[src/rtl/irq_msg_pkg.sv]
package irq_msg_pkg;

    localparam int ENTRY_W   = 64;
    localparam int VEC_LSB   = 0;
    localparam int DLM_LSB   = 8;
    localparam int DSTM_BIT  = 11;
    localparam int TRIG_BIT  = 15;
    localparam int MASK_BIT  = 16;
    localparam int DEST_LSB  = 48;
    localparam logic [2:0] DLM_LOWEST = 3'b001;

    typedef logic [ENTRY_W-1:0] entry_t;

    localparam entry_t ENTRY_RESET = entry_t'(1) << MASK_BIT;

    // Address word built from an entry; hint derived from delivery mode.
    function automatic logic [31:0] form_addr(entry_t e, logic [11:0] base);
        logic hint;
        hint = (e[DLM_LSB +: 3] == DLM_LOWEST);
        return {base, 8'h00, e[DEST_LSB +: 8], hint, hint & e[DSTM_BIT], 2'b00};
    endfunction

    // Data word built from an entry and the delivered state.
    function automatic logic [31:0] form_data(entry_t e, logic state);
        return {16'h0000, e[TRIG_BIT], state, 2'b00, e[DSTM_BIT],
                e[DLM_LSB +: 3], e[VEC_LSB +: 8]};
    endfunction

endpackage

[src/rtl/irq_line_ctrl.sv]
module irq_line_ctrl #(
    parameter int SYNC_STAGES = 2
) (
    input  logic clk,
    input  logic rst_n,
    input  logic pin,
    input  logic level_mode,
    input  logic mask,
    input  logic ack,
    input  logic ack_state,
    output logic req,
    output logic cur_state
);

    typedef struct packed {
        logic [SYNC_STAGES-1:0] sync;
        logic                   prev;
        logic                   pend;
        logic                   sent;
        logic                   refresh;
        logic                   mask_prev;
    } line_st_t;

    line_st_t st_q, st_d;
    logic     synced, rise;

    assign synced = st_q.sync[SYNC_STAGES-1];
    assign rise   = synced & ~st_q.prev;

    always_comb begin
        st_d           = st_q;
        st_d.sync      = {st_q.sync[SYNC_STAGES-2:0], pin};
        st_d.prev      = synced;
        st_d.mask_prev = mask;
        if (level_mode) begin
            st_d.pend = 1'b0;
            if (ack) begin
                st_d.sent    = ack_state;
                st_d.refresh = 1'b0;
            end
            if (st_q.mask_prev && !mask) st_d.refresh = 1'b1;
        end else begin
            st_d.refresh = 1'b0;
            if (ack) st_d.pend = 1'b0;
            if (rise && !mask) st_d.pend = 1'b1;
        end
    end

    always_ff @(posedge clk or negedge rst_n) begin
        if (!rst_n) begin
            st_q           <= '0;
            st_q.mask_prev <= 1'b1;
        end else begin
            st_q <= st_d;
        end
    end

    assign req       = ~mask & (level_mode ? ((synced != st_q.sent) | st_q.refresh) : st_q.pend);
    assign cur_state = synced;

    // after a level message is accepted the line remembers the delivered state
    a_r5_sent_tracks: assert property (@(posedge clk) disable iff (!rst_n)
        (ack && level_mode) |=> (st_q.sent == $past(ack_state)));

    // an accepted edge request with no new edge leaves nothing pending
    a_r4_edge_clears: assert property (@(posedge clk) disable iff (!rst_n)
        (ack && !level_mode && !rise) |=> !st_q.pend);

endmodule

[src/rtl/irq_prio_arb.sv]
module irq_prio_arb #(
    parameter int NUM_REQ = 4
) (
    input  logic [NUM_REQ-1:0] req,
    output logic [NUM_REQ-1:0] gnt,
    output logic               any
);

    always_comb begin
        gnt = '0;
        for (int i = NUM_REQ - 1; i >= 0; i--) begin
            if (req[i]) gnt = NUM_REQ'(1) << i;
        end
    end

    assign any = |req;

endmodule

[src/rtl/irq_msg_gen.sv]
module irq_msg_gen
    import irq_msg_pkg::*;
#(
    parameter int          NUM_LINES   = 4,
    parameter int          SYNC_STAGES = 2,
    parameter logic [11:0] ADDR_BASE   = 12'hFEE,
    localparam int         SEL_W       = (NUM_LINES > 1) ? $clog2(NUM_LINES) : 1
) (
    input  logic                 clk,
    input  logic                 rst_n,
    input  logic [NUM_LINES-1:0] irq_in,
    input  logic                 cfg_we,
    input  logic [SEL_W-1:0]     cfg_sel,
    input  logic [63:0]          cfg_entry,
    output logic                 msg_valid,
    input  logic                 msg_ready,
    output logic [31:0]          msg_addr,
    output logic [31:0]          msg_data
);

    typedef struct packed {
        logic             valid;
        logic [SEL_W-1:0] line;
        logic [31:0]      addr;
        logic [31:0]      data;
    } out_st_t;

    out_st_t              out_q, out_d;
    entry_t               entry_q [NUM_LINES];
    entry_t               entry_d [NUM_LINES];
    logic [NUM_LINES-1:0] line_req, line_state, ack_vec, gnt;
    logic                 any_req;
    logic [SEL_W-1:0]     gnt_idx;

    for (genvar g = 0; g < NUM_LINES; g++) begin : g_line
        irq_line_ctrl #(.SYNC_STAGES(SYNC_STAGES)) u_line (
            .clk       (clk),
            .rst_n     (rst_n),
            .pin       (irq_in[g]),
            .level_mode(entry_q[g][TRIG_BIT]),
            .mask      (entry_q[g][MASK_BIT]),
            .ack       (ack_vec[g]),
            .ack_state (out_q.data[14]),
            .req       (line_req[g]),
            .cur_state (line_state[g])
        );
    end

    irq_prio_arb #(.NUM_REQ(NUM_LINES)) u_arb (
        .req(line_req),
        .gnt(gnt),
        .any(any_req)
    );

    always_comb begin
        gnt_idx = '0;
        for (int i = 0; i < NUM_LINES; i++) begin
            if (gnt[i]) gnt_idx = SEL_W'(i);
        end
    end

    always_comb begin
        out_d   = out_q;
        ack_vec = '0;
        for (int i = 0; i < NUM_LINES; i++) entry_d[i] = entry_q[i];
        if (cfg_we && (32'(cfg_sel) < NUM_LINES)) entry_d[cfg_sel] = cfg_entry;
        if (out_q.valid && msg_ready) begin
            out_d.valid         = 1'b0;
            ack_vec[out_q.line] = 1'b1;
        end
        if (!out_q.valid && any_req) begin
            out_d.valid = 1'b1;
            out_d.line  = gnt_idx;
            out_d.addr  = form_addr(entry_q[gnt_idx], ADDR_BASE);
            out_d.data  = form_data(entry_q[gnt_idx],
                              entry_q[gnt_idx][TRIG_BIT] ? line_state[gnt_idx] : 1'b1);
        end
    end

    always_ff @(posedge clk or negedge rst_n) begin
        if (!rst_n) begin
            out_q <= '0;
            for (int i = 0; i < NUM_LINES; i++) entry_q[i] <= ENTRY_RESET;
        end else begin
            out_q <= out_d;
            for (int i = 0; i < NUM_LINES; i++) entry_q[i] <= entry_d[i];
        end
    end

    assign msg_valid = out_q.valid;
    assign msg_addr  = out_q.addr;
    assign msg_data  = out_q.data;

    // a stalled message does not move
    a_r10_hold: assert property (@(posedge clk) disable iff (!rst_n)
        (msg_valid && !msg_ready) |=> (msg_valid && $stable(msg_addr) && $stable(msg_data)));

    // the arbiter grants at most one line, and only a requesting one
    a_r7_one_grant: assert property (@(posedge clk) disable iff (!rst_n)
        $onehot0(gnt) && ((gnt & ~line_req) == '0));

    // any request yields a grant
    a_r7_grant_live: assert property (@(posedge clk) disable iff (!rst_n)
        any_req |-> (gnt != '0));

    // hint in the address agrees with the delivery mode in the data
    a_r2_hint: assert property (@(posedge clk) disable iff (!rst_n)
        msg_valid |-> (msg_addr[3] == (msg_data[10:8] == DLM_LOWEST)));

    // destination mode bit in the address only appears with the hint
    a_r2_dm_gate: assert property (@(posedge clk) disable iff (!rst_n)
        (msg_valid && !msg_addr[3]) |-> !msg_addr[2]);

    // edge messages always carry the asserted status
    a_r4_edge_status: assert property (@(posedge clk) disable iff (!rst_n)
        (msg_valid && !msg_data[15]) |-> msg_data[14]);

endmodule

[config.mk]
export PLATFORM = sky130hd
export DESIGN_NAME = irq_msg_gen
export DESIGN_NICKNAME = d
export VERILOG_FILES = /design/src/rtl/irq_msg_pkg.sv /design/src/rtl/irq_line_ctrl.sv /design/src/rtl/irq_prio_arb.sv /design/src/rtl/irq_msg_gen.sv
export SDC_FILE = /design/constraint.sdc
export NUM_CORES = 1
export LEC_CHECK = 0
export BUFFER_PORTS_ARGS = -buffer_cell sky130_fd_sc_hd__buf_4
export CORE_UTILIZATION = 59
export CTS_CLUSTER_SIZE = 25
export DETAILED_ROUTE_END_ITERATION = 10
export PLACE_DENSITY = 0.9
export SYNTH_ARGS = -nofsm -noshare
export SYNTH_HDL_FRONTEND = slang
export SYNTH_SLANG_ARGS = --single-unit
[constraint.sdc]
create_clock -name clk -period 4.1 [get_ports clk]
set_input_delay 0.82 -clock clk [delete_from_list [all_inputs] [get_ports clk]]
set_output_delay 0.82 -clock clk [all_outputs]
set_load 0.02 [all_outputs]
==> reports/results.txt <==
status - finished, final reports clean
Cells after Synth - 509
share of cells above drive strength 1 - 40.3%
core box area - 10800 um2
Post-DP HPWL - 8230 um
final setup violation count - 0
first-pass GRT wire length - 21700 um
Std-Cell Rows - 38
P&R area growth vs syn - 12.8%
Final Max Tran Viols - 0
IO buf count - 66
Yosys reg bits - 144
Buf+Inv Stages, Crit Path - 1
DIE AREA - 11500 um2
final non-filler cell area - 7390 um2
mux cell area share after synthesis - 18.2%
CTS Sinks - 144
worst-path fanout max - 24
drt first pass iters - 5
DRC Markers - 0
Crit Path Class - flip-flop to flip-flop
Placement Cell Area - 6820 um2
sequential element share of the synthesized area - 55.1%
Vias - 3995
EDFF count, synth - 0
vias in the first global route - 4315
final hold viol count - 0
Tmin final - 2.69 ns
FMAX - 0.372 GHz
compound-gate portion of the synthesized area - 10.6%
crit-path cells - nor2b_1 > a211oi_2 > nor2_2 > a21oi_4 > buf_4 > nor2_1 > a221oi_2
Die Wd - 107 um
Starting Density - 60.5%
Setup crit start kind - flip-flop
Setup TNS - 0 ns
Power Dens Cells - 679 nW/um2
IO Pins - 139
library cells used by synthesis - 54
CTS resizes - 0
Leak Pwr - 0.00325 uW
clk buf depth - 2
# hold bufs at CTS - 0
Post-Place Worst Slack - 1.46 ns
Setup Skew - 0.0121 ns
crit share post-route - 65.6%
CP top delay family - compound AO/OA/AOI/OAI gates
antenna cell count - 0
grt ovf - 0
Rel. slew slack - 40.7%
commonest non-fill, non-tap cells in the layout - 136 x dfrtp_1, 92 x mux2_2, 74 x buf_4, 38 x nor2_1, 30 x conb_1
DR vias/cell - 5.70
endpoint class of the critical path - flip-flop
CTS tree - done
adder-cell share of the synthesized area - 0%
critical path required time - 4.53 ns
most common cell after layout, fill and taps aside - dfrtp_1
Crit-path slowest cell - a211oi_2
Post-CTS Setup Inserts - 0
Post-Syn Area - 6560 um2
post-synthesis simple-gate area fraction - 6.20%
final worst setup slack - 1.41 ns
max-cap violation count - 0
Tightest Pin Transition - 0.890 ns
maximum VDD drop - 0.478 mV
routability cong. - 0.814
average footprint of a synthesized cell - 12.9 um2
initial antenna violation count - 0
CTS clk-pin slew, worst paths - 0.06 ns
post-route ant nets - 0
RSZ-0062 raised after global routing - no
Total Wirelength - 13100 um
post-synthesis xor/xnor area fraction - 0.534%
WP data arrival - 3.12 ns
Nets - 622
Synth Flop Type - dfrtp_1
synth warn - 0
die height - 107 um
slowest stage delay, CP - 0.61 ns
GRT Overall Usage - 25.3%
CTS Buf Count - 17
Clock Latency Late Sink - 0.54 ns
wire per inst - 18.7 um
largest net degree at the start of global routing - 102
largest family of logic cells by synthesized area - multiplexers
DR iter-0 viols - 197
worst hold path class - flip-flop to flip-flop
fraction of registers with async set/reset - 100%
CTS H-tree lvls - 4
root buf cell - clkbuf_8
kinds of logic (layout without fill, tap and decap cells):
kind of cell	Yosys count	in the layout
other	1	30
AOI/OAI and AO/OA	80	80
DFF	144	144
muxes	108	108
buffers and inverters	89	112
and+or+nand+nor	83	83
xor gates and xnor gates	4	4
routing by layer:
| layer | wire, um | GRT usage, % | up-vias | part of all wire, % |
|---|---|---|---|---|
| li1 | - | - | 1809 | - |
| met1 | 5270 | 30.3 | 1993 | 40 |
| met2 | 6690 | 42.0 | 165 | 51 |
| met3 | 880 | 8.47 | 28 | 6.7 |
| met4 | 289 | 10.3 | 0 | 2.2 |
| met5 | 0 | 0 | - | 0 |
flip-flops by register name, summed over array words and instances, names as in the netlist:
register,flops
entry_q,88
g_line.u_line.cur_state,4
out_q,2
msg_valid,1
msg_addr,11
g_line.u_line.st_d,4
msg_data,14
g_line.u_line.st_q,20
metrics by stage:
stage / cells / hold slack (ns) / total power, uW / utilization [%]
global route: 701 / 0.357 / 5290 / 68.2
CTS: 701 / 0.353 / 5050 / 68.2
detailed placement: 669 / 0.342 / 3550 / 63.0
finish: 701 / 0.350 / 5020 / 68.2
floorplan: 538 / 0.331 / 3240 / -
global placement: 669 / 0.337 / 3460 / 63.0
power breakdown:
part	internal [uW]	switching (uW)	leakage (uW)
registers	1780	244	0.00169
clock network	885	588	0.000280
logic	665	860	0.00129
Yosys cell counts, types with 5 or more instances:
| cell type | count | area, um2 |
|---|---|---|
| mux2_2 | 92 | 1040 |
| mux2i_1 | 16 | 160 |
| nor2b_1 | 7 | 43.8 |
| a221oi_2 | 10 | 150 |
| buf_1 | 6 | 22.5 |
| nor2_1 | 38 | 143 |
| inv_1 | 5 | 18.8 |
| dfrtp_1 | 136 | 3400 |
| nand2_1 | 15 | 56.3 |
| o22ai_1 | 18 | 113 |
| nand3b_1 | 5 | 37.5 |
| a21oi_1 | 7 | 35.0 |
| clkbuf_1 | 5 | 18.8 |
| buf_2 | 5 | 25.0 |
| a21o_1 | 6 | 45.0 |
| buf_4 | 66 | 495 |
| dfstp_2 | 8 | 210 |
| a221oi_1 | 7 | 61.3 |
cell type report:
type	instances	area, um2
sequential	144	3610
fill	747	3450
multi-input combinational	305	2450
timing repair buffer	75	567
clock buffer	20	435
tap	140	175
clock inverter	12	135
inverter	5	18.8
path summary, 6_finish.rpt:
path	to	cells after the start	from	slack, ns
setup / recovery	msg_data[2]$_DFFE_PN0P_	7	entry_q[207]$_DFFE_PN0P_	1.41
hold / removal	g_line[2].u_line.cur_state$_DFF_PN0_	0	g_line[2].u_line.st_d[6]$_DFF_PN0_	0.35
setup reg to reg	msg_data[2]$_DFFE_PN0P_	7	entry_q[207]$_DFFE_PN0P_	1.41
hold reg to reg	g_line[2].u_line.cur_state$_DFF_PN0_	0	g_line[2].u_line.st_d[6]$_DFF_PN0_	0.35
max in group asynchronous	g_line[2].u_line.st_d[6]$_DFF_PN0_	2	rst_n	2.84
min in group asynchronous	g_line[1].u_line.st_q[3]$_DFFE_PN0P_	1	rst_n	0.39
(Power assumes the default switching activity.)
